File: src/rtl/spec_dep_pkg.sv
package spec_dep_pkg;

    typedef enum logic [2:0] {
        OPK_IDLE   = 3'd0,
        OPK_START  = 3'd1,
        OPK_READ   = 3'd2,
        OPK_WRITE  = 3'd3,
        OPK_COMMIT = 3'd4,
        OPK_SQUASH = 3'd5
    } opk_t;

    typedef enum logic {
        SL_FREE = 1'b0,
        SL_LIVE = 1'b1
    } slot_st_t;

endpackage

File: src/rtl/spec_dep_order.sv
// Rank comparison: which live slot is oldest, and which slots follow the writer.
module spec_dep_order #(
    parameter int NTHR = 4,
    parameter int RW   = 8,
    localparam int TW  = $clog2(NTHR)
) (
    input  logic [NTHR-1:0]         live,
    input  logic [NTHR-1:0][RW-1:0] ranks,
    input  logic [TW-1:0]           writer,
    output logic [NTHR-1:0]         oldest,
    output logic [NTHR-1:0]         after_writer
);

    // a precedes b when the modular difference a-b is negative
    function automatic logic precedes(input logic [RW-1:0] a, input logic [RW-1:0] b);
        logic [RW-1:0] d;
        d = a - b;
        return d[RW-1];
    endfunction

    for (genvar i = 0; i < NTHR; i++) begin : g_cmp
        always_comb begin
            oldest[i] = live[i];
            for (int j = 0; j < NTHR; j++) begin
                if (j != i && live[j] && precedes(ranks[j], ranks[i]))
                    oldest[i] = 1'b0;
            end
            after_writer[i] = precedes(ranks[writer], ranks[i]);
        end
    end

endmodule

File: src/rtl/spec_dep_slot.sv
// One thread slot: lifecycle state machine plus per-word read/write marks.
module spec_dep_slot
    import spec_dep_pkg::*;
#(
    parameter int NADDR = 8,
    parameter int RW    = 8,
    localparam int AW   = $clog2(NADDR)
) (
    input  logic          clk,
    input  logic          rst_n,
    input  logic          start_en,
    input  logic          read_en,
    input  logic          write_en,
    input  logic          ext_write,
    input  logic          writer_before,
    input  logic          release_en,
    input  logic [AW-1:0] addr,
    input  logic          match,
    input  logic [RW-1:0] rank_in,
    output logic          live,
    output logic [RW-1:0] rank,
    output logic          viol
);

    slot_st_t          state_q, state_d;
    logic [NADDR-1:0]  rd_q, rd_d, wr_q, wr_d;
    logic [RW-1:0]     rank_q, rank_d;

    always_ff @(posedge clk) begin
        if (!rst_n) begin
            state_q <= SL_FREE;
            rd_q    <= '0;
            wr_q    <= '0;
            rank_q  <= '0;
        end else begin
            state_q <= state_d;
            rd_q    <= rd_d;
            wr_q    <= wr_d;
            rank_q  <= rank_d;
        end
    end

    // outputs of the slot
    always_comb begin
        live = (state_q == SL_LIVE);
        rank = rank_q;
        viol = live && ext_write && writer_before && rd_q[addr] && !match;
    end

    // transitions
    always_comb begin
        state_d = state_q;
        rd_d    = rd_q;
        wr_d    = wr_q;
        rank_d  = rank_q;
        unique case (state_q)
            SL_FREE: begin
                if (start_en) begin            // T_START
                    state_d = SL_LIVE;
                    rank_d  = rank_in;
                    rd_d    = '0;
                    wr_d    = '0;
                end
            end
            SL_LIVE: begin
                if (release_en) begin          // T_RETIRE / T_SQUASH
                    state_d = SL_FREE;
                    rd_d    = '0;
                    wr_d    = '0;
                end else if (viol) begin       // T_RESTART
                    rd_d = '0;
                    wr_d = '0;
                end else begin                 // T_TRACK
                    if (read_en && !wr_q[addr]) rd_d[addr] = 1'b1;
                    if (write_en)               wr_d[addr] = 1'b1;
                end
            end
            default: state_d = SL_FREE;
        endcase
    end

endmodule

File: src/rtl/spec_dep_tracker.sv
module spec_dep_tracker
    import spec_dep_pkg::*;
#(
    parameter int NTHR  = 4,
    parameter int NADDR = 8,
    parameter int RW    = 8,
    localparam int TW   = $clog2(NTHR),
    localparam int AW   = $clog2(NADDR)
) (
    input  logic            clk,
    input  logic            rst_n,
    input  logic            op_valid,
    input  logic [2:0]      op_kind,
    input  logic [TW-1:0]   op_tid,
    input  logic [AW-1:0]   op_addr,
    input  logic            op_match,
    output logic [NTHR-1:0] live_o,
    output logic [NTHR-1:0] restart_o,
    output logic            commit_ok_o,
    output logic            commit_err_o
);

    logic [NTHR-1:0]         live, oldest, after_writer, viol;
    logic [NTHR-1:0][RW-1:0] ranks;
    logic [RW-1:0]           rank_ctr_q;
    logic                    is_start, is_read, is_write, is_commit, is_squash;
    logic                    grant, started;

    always_comb begin
        is_start  = op_valid && (op_kind == OPK_START);
        is_read   = op_valid && (op_kind == OPK_READ);
        is_write  = op_valid && (op_kind == OPK_WRITE);
        is_commit = op_valid && (op_kind == OPK_COMMIT);
        is_squash = op_valid && (op_kind == OPK_SQUASH);
        grant     = is_commit && live[op_tid] && oldest[op_tid];
        started   = is_start && !live[op_tid];
    end

    spec_dep_order #(.NTHR(NTHR), .RW(RW)) u_order (
        .live         (live),
        .ranks        (ranks),
        .writer       (op_tid),
        .oldest       (oldest),
        .after_writer (after_writer)
    );

    for (genvar i = 0; i < NTHR; i++) begin : g_slot
        logic mine;
        assign mine = (op_tid == TW'(i));
        spec_dep_slot #(.NADDR(NADDR), .RW(RW)) u_slot (
            .clk           (clk),
            .rst_n         (rst_n),
            .start_en      (is_start && mine),
            .read_en       (is_read && mine),
            .write_en      (is_write && mine),
            .ext_write     (is_write && !mine && live[op_tid]),
            .writer_before (after_writer[i]),
            .release_en    ((grant || is_squash) && mine),
            .addr          (op_addr),
            .match         (op_match),
            .rank_in       (rank_ctr_q),
            .live          (live[i]),
            .rank          (ranks[i]),
            .viol          (viol[i])
        );
    end

    always_ff @(posedge clk) begin
        if (!rst_n) begin
            rank_ctr_q   <= '0;
            restart_o    <= '0;
            commit_ok_o  <= 1'b0;
            commit_err_o <= 1'b0;
        end else begin
            if (started) rank_ctr_q <= rank_ctr_q + 1'b1;
            restart_o    <= viol;
            commit_ok_o  <= grant;
            commit_err_o <= is_commit && !grant;
        end
    end

    assign live_o = live;

endmodule

File: config.mk
export PLATFORM = sky130hd
export DESIGN_NAME = spec_dep_tracker
export DESIGN_NICKNAME = d
export VERILOG_FILES = /design/src/rtl/spec_dep_pkg.sv /design/src/rtl/spec_dep_order.sv /design/src/rtl/spec_dep_slot.sv /design/src/rtl/spec_dep_tracker.sv
export SDC_FILE = /design/constraint.sdc
export NUM_CORES = 1
export LEC_CHECK = 0
export ABC_AREA = 1
export BUFFER_PORTS_ARGS = -buffer_cell sky130_fd_sc_hd__buf_2
export CORE_UTILIZATION = 40
export CTS_BUF_LIST = sky130_fd_sc_hd__clkbuf_8 sky130_fd_sc_hd__clkbuf_16
export CTS_CLUSTER_SIZE = 14
export DETAILED_ROUTE_END_ITERATION = 8
export PLACE_DENSITY_LB_ADDON = 0.2
export RECOVER_POWER = 50
export SLEW_MARGIN = 10
export SYNTH_ARGS = -nofsm -noshare
export SYNTH_HDL_FRONTEND = slang
export SYNTH_SLANG_ARGS = --single-unit
File: constraint.sdc
create_clock -name clk -period 3.25 [get_ports clk]
set_clock_uncertainty 0.2 [all_clocks]
set_input_delay 0.1625 -clock clk [delete_from_list [all_inputs] [get_ports clk]]
set_output_delay 0.1625 -clock clk [all_outputs]
set_load 0.05 [all_outputs]
# Word-level counts from Yosys, hierarchy flattened
# Index checks and enable logic that the tools add are counted.
# op_classes
add_sub_neg	17
mul	0
n_div	0
magnitude_cmp	3
eq_ne	20
n_shift	0
n_mux	84
bitwise	12
n_reduce_logical	91
# op_table
op	count
8-bit two-way mux	29
8-bit one-hot mux with 2 select lines	8
8-bit subtractor	16
1-bit logical AND	66
8-bit bitwise OR	8
1-bit two-way mux	31
1-bit binary-select mux with 3-bit select	8
2-bit AND reduction	12
8-bit binary-select mux with 2-bit select	1
4-bit by 1-bit inequality test with 1-bit output, second input constant	4
4-bit by 2-bit inequality test with 1-bit output, second input constant	4
1-bit logical NOT	11
8-bit by 1-bit adder with 8-bit output, second input constant	1
2-bit by 1-bit inequality test with 1-bit output, second input constant	4
1-bit one-hot mux with 2 select lines	4
3-bit by 2-bit == test with 1-bit output, second input constant	2
3-bit == test, second input constant	2
1-bit binary-select mux with 2-bit select	2
2-bit == test, second input constant	2
3-bit by 4-bit < comparator with 1-bit output, second input constant	1
1-bit inverter	4
1-bit demux with 3-bit select	1
3-bit by 1-bit == test with 1-bit output, second input constant	1
3-bit by 1-bit greater-or-equal comparator with 1-bit output, second input constant	1
other kinds (4)	4
# totals
reg_bits	114
latch_bits	0
ram_bits	0
rom_bits	0
inputBits	12
output_inout_bits	10
memories	0

# Logic depth before layout (Yosys ltp)
# logic_depth
depth_word	12
depth_mapped	23
mapped_depth_nobuf	22

# Modules after synthesis
# From an unflattened synthesis, not the netlist that was laid out.
# hier_totals
hier_cells	1301
area_unflattened_um2	8554.5
# by_module_without_submodules
mod	n_inst	cells_each	area_per_inst_um2	seq_area_each_um2
spec_dep_slot	4	171	1197.4	500.5
spec_dep_order	1	466	2844.0	0.0
spec_dep_tracker	1	151	920.9	280.3

# Worst setup path after synthesis
# Ideal clock, no wire load.
# synth_timing
kind	input-to-reg
start	input op_tid[1]
end	register g_slot[0].u_slot.wr_q[0]
setup_time_ps	115
t_arrival_ps	2485
required_ps	2935
path_slack_ps	450
cell_stages	19
path_buffers	2
path_cell_list	nand2_1 -> clkbuf_1 -> o22ai_1 -> a21oi_1 -> o21ai_0 -> ha_1 -> nand2_1 -> nor2_1 -> a211oi_1 -> nand2_1 -> nand2_1 -> nand2_1 -> nand2_2 -> o21ai_1 -> inv_2 -> nand3_2 -> buf_4 -> a21oi_1 -> nor2_1
# synth_between
elab_chain_len	11
elab_cells_between_ends	27
classes_between	add/sub: 1; eq/ne: 2; mux: 9; reduce/logical: 15
# synth_rtl
item	line_no	text
start, declared	spec_dep_tracker.sv:14	input logic [TW-1:0] op_tid,
branches (longest 11 deep; another with 8-bit subtractor)	n/a	
end signal, assigned	spec_dep_slot.sv:38	wr_q <= wr_d;
end, declared	spec_dep_slot.sv:26	logic [NADDR-1:0] rd_q, rd_d, wr_q, wr_d;
# Several ways; the timed one is not identified. The select of a mux whose other input is x is not followed.
# A chain may end at the register's enable or synchronous reset.

# Final worst setup path
# layout_timing
start	register g_slot[1].u_slot.rank_q[6]
end	register g_slot[0].u_slot.rd_q[4]
# layout_between
elab_chain_len	12
elab_cells_between_ends	38
classes_between	add/sub: 7; eq/ne: 1; mux: 17; reduce/logical: 13
# layout_rtl
item	line_no	text
start, declared	spec_dep_slot.sv:27	logic [RW-1:0] rank_q, rank_d;
start signal, assigned	spec_dep_slot.sv:39	rank_q <= rank_d;
8-bit subtractor	spec_dep_order.sv:17	d = a - b;
1-bit logical AND	spec_dep_order.sv:25	if (j != i && live[j] && precedes(ranks[j], ranks[i]))
1-bit two-way mux (3 in series)	spec_dep_order.sv:25	
1-bit binary-select mux with 2-bit select	spec_dep_tracker.sv:35	grant = is_commit && live[op_tid] && oldest[op_tid];
1-bit two-way mux (implied by the code)	spec_dep_tracker.sv:35	
1-bit logical AND	spec_dep_tracker.sv:35	
1-bit logical OR	spec_dep_tracker.sv:58	.release_en ((grant || is_squash) && mine),
1-bit logical AND	spec_dep_tracker.sv:58	
4-bit by 2-bit inequality test with 1-bit output (no line) or 8-bit two-way mux (tied branches)	n/a	
2-bit AND reduction (no line) or 8-bit one-hot mux with 2 select lines (tied branches)	n/a	
end signal, assigned	spec_dep_slot.sv:37	rd_q <= rd_d;
end, declared	spec_dep_slot.sv:26	
# Several ways; a longest one is shown, not always the timed one. The select of a mux whose other input is x is not followed.

==> insert_results.sql <==
INSERT INTO impl_metrics (metric_group, metric, value, unit) VALUES
('cells_and_area', 'area_growth', '17.6', '%'),
('power_and_ir_drop', 'post-layout-total-power', '3.97', 'mW'),
('routing', 'ant_nets', '0', ''),
('power_and_ir_drop', 'p_clk_share', '51.8', '%'),
('floorplan', 'design.portCount', '22', ''),
('critical_path', 'critPathLaunchType', 'flip-flop', ''),
('power_and_ir_drop', 'leakage', '4.84', 'nW'),
('yosys', 'synth_top_family_by_area', 'simple AND/OR/NAND/NOR gates', ''),
('cells_and_area', 'antenna-diode-count', '0', ''),
('yosys', 'netlist.top_cell.by_area', 'dfxtp_1', ''),
('place', 'routabilityCongestion', '0.930', ''),
('floorplan', 'dieArea', '22700', 'µm²'),
('yosys', 'synth_warnings', '0', ''),
('sta', 'final.setup.worst_slack', '0.201', 'ns'),
('run_status', 'outcome', 'completed', ''),
('yosys', 'synth-compound-area-share', '18.6', '%'),
('floorplan', 'num_rows', '53', ''),
('clocking', 'clock_latency_on_the_worst_skew_pair', '0.43', 'ns'),
('global_routing', 'grt_start_max_net_pins', '105', ''),
('critical_path', 'critical_path.n_buffers_inverters', '3', ''),
('cells_and_area', 'multi_input_gate_area', '5690', 'µm²'),
('critical_path', 'worst_path_largest_cell_delay', '0.31', 'ns'),
('yosys', 'synth.cells.most_frequent', 'nand2_1 (278), inv_1 (165), nor2_1 (157)', ''),
('cells_and_area', 'final_area', '10400', 'µm²'),
('routing', 'wl_per_cell', '16.3', 'µm'),
('yosys', 'synth-edff-count', '0', ''),
('global_routing', 'first_global_vias', '8078', ''),
('yosys', 'synth-simple-area-share', '30.0', '%'),
('routing', 'detailedRoute.firstIterationViolations', '846', ''),
('sta', 'period_needed', '3.05', 'ns'),
('clocking', 'clock_sinks', '114', ''),
('floorplan', 'die_h', '151', 'µm'),
('clocking', 'clock_tree.htree_level_count', '4', ''),
('clocking', 'cts_tree', 'yes', ''),
('sta', 'timing.setup.tns', '0', 'ns'),
('routing', 'drcViolationCount', '0', ''),
('sta', 'slew_violations', '0', ''),
('critical_path', 'critPathCaptureType', 'flip-flop', ''),
('yosys', 'yosysTopAreaCellShare', '25.9', '%'),
('place', 'placement.setup.worst_slack', '0.0504', 'ns'),
('place', 'post-place-cells', '1679', ''),
('global_routing', 'global_route.overflow_total', '0', ''),
('sta', 'report.final.hold_viol_count', '0', ''),
('routing', 'vias', '9047', ''),
('global_routing', 'antenna_found_initial', '0', ''),
('yosys', 'muxShareOfSynthArea', '0', '%'),
('cells_and_area', 'design.final.nets', '1535', ''),
('routing', 'first_pass_iters', '7', ''),
('cells_and_area', 'drive_gt1_share', '12.4', '%'),
('place', 'placed_area', '9670', 'µm²'),
('power_and_ir_drop', 'power.ir.vdd_worst', '272', 'µV'),
('yosys', 'synth_async_sr_flop_share', '0', '%'),
('place', 'detailedPlacementHpwl', '20.3', 'mm'),
('cells_and_area', 'final_cell_count_no_fill', '1714', ''),
('power_and_ir_drop', 'power_report.internal_total', '2.87', 'mW'),
('sta', 'worst_slew_margin_relative_to_its_limit', '46.0', '%'),
('clocking', 'path_clk_slew', '0.06', 'ns'),
('critical_path', 'slowest_stage', 'dfxtp_1', ''),
('power_and_ir_drop', 'comb_power_share', '11.8', '%'),
('sta', 'final_min_period_over_clock_period', '93.8', '%'),
('yosys', 'ys_seq_area_share', '25.9', '%'),
('power_and_ir_drop', 'pwr-share-seq', '36.4', '%'),
('clocking', 'cts-buffers-inserted', '17', ''),
('critical_path', 'crit_required', '3.38', 'ns'),
('yosys', 'dominant_cell_by_count_in_the_synthesized_netlist', 'nand2_1', ''),
('power_and_ir_drop', 'cellPowerDensity', '383', 'nW/µm²'),
('yosys', 'netlist_area', '8830', 'µm²'),
('power_and_ir_drop', 'swShare', '27.7', '%'),
('hold_path', 'min-delay-path-class', 'in2reg', ''),
('floorplan', 'initial_utilization', '41.3', '%'),
('power_and_ir_drop', 'p_sw', '1.10', 'mW');
[power groups by stage]
stage                     clock (mW)  sequential (mW)  combinational [mW]
after floorplan                    0             1.47               0.315
after global placement             0             1.48               0.448
after detailed placement           0             1.48               0.453
after CTS                       2.08             1.45               0.458
after global routing            2.14             1.45               0.526
final                           2.06             1.45               0.469
[worst min-delay path, stage by stage]
cell	delay, ns
buf_2	0.11
buf_12	0.21
nand2_1	0.11
nor2_1	0.03
[worst paths after layout]
| path | from | end | slack, ns | depth (start not counted) |
|---|---|---|---|---|
| setup / recovery | g_slot[1].u_slot.rank[6] | g_slot[0].u_slot.rd_q[4] | 0.20 | 19 |
| setup reg to reg | g_slot[1].u_slot.rank[6] | g_slot[0].u_slot.rd_q[4] | 0.20 | 19 |
| hold / removal | rst_n | g_slot[0].u_slot.rd_q[6] | 0.05 | 4 |
| hold reg to reg | g_slot[1].u_slot.rd_q[5] | g_slot[1].u_slot.rd_q[5] | 0.28 | 2 |
[cell usage in the layout, fill, tap and decap left out, types with 4 or more instances in the layout]
cell       count
nand2_1      276
inv_1        163
nor2_1       154
a21oi_1      152
nand3_1      138
dfxtp_1      113
ha_1          97
o21ai_0       81
buf_4         73
clkbuf_16     17
buf_2         13
clkbuf_1      12
inv_2         10
a22oi_1        9
a211oi_1       9
o22ai_1        8
xor2_1         7
nand2_4        7
nor3_1         5
nand2_2        5
o2111ai_1      5
buf_12         5
nor3_2         4
nand3_2        4
nand4_1        4
a221oi_1       4
clkinv_4       4
bufinv_16      4
[per-layer routing]
| metal | global-route usage, % | vias up | wire length (µm) |
|---|---|---|---|
| li1 | - | 4615 | - |
| met1 | 36.1 | 4133 | 13500 |
| met2 | 40.2 | 257 | 12400 |
| met3 | 3.91 | 42 | 1650 |
| met4 | 7.37 | 0 | 494 |
| met5 | 0 | - | 0 |
[area by class of cell]
class	count	area share (%)
multi-input combinational	1013	54.8
sequential	114	22.0
timing repair buffer	105	7.50
inverter	175	6.33
clock buffer	17	4.10
tap	275	3.31
clock inverter	15	1.96
[sequential cells by signal, summed over array words and instances, names as in the netlist]
| signal | cells |
|---|---|
| g_slot.u_slot.rank | 32 |
| g_slot.u_slot.rd_q | 32 |
| g_slot.u_slot.wr_q | 32 |
| rank_ctr_q | 8 |
| g_slot.u_slot.live | 4 |
| restart_o | 4 |
| commit_err_o | 1 |
| commit_ok_o | 1 |
[what timing repair did]
| action | 4_1_cts | 5_1_grt |
|---|---|---|
| hold endpoints to repair | 1 | 0 |
| endpoints found under the setup margin | 0 | 64 |
| hold buffers | 2 | 0 |
| resized for setup | 0 | 24 |
[kinds of logic (layout without fill, tap and decap cells)]
kind of cell / after synthesis / in the layout
buffers and inverters: 237 / 312
XOR/XNOR: 10 / 10
AND/OR/NAND/NOR: 611 / 612
flip-flops: 114 / 114
AO/OA/AOI/OAI: 294 / 294
adder cells (fa/ha/maj): 97 / 97
Note: power is estimated with default switching activity, not from simulation.
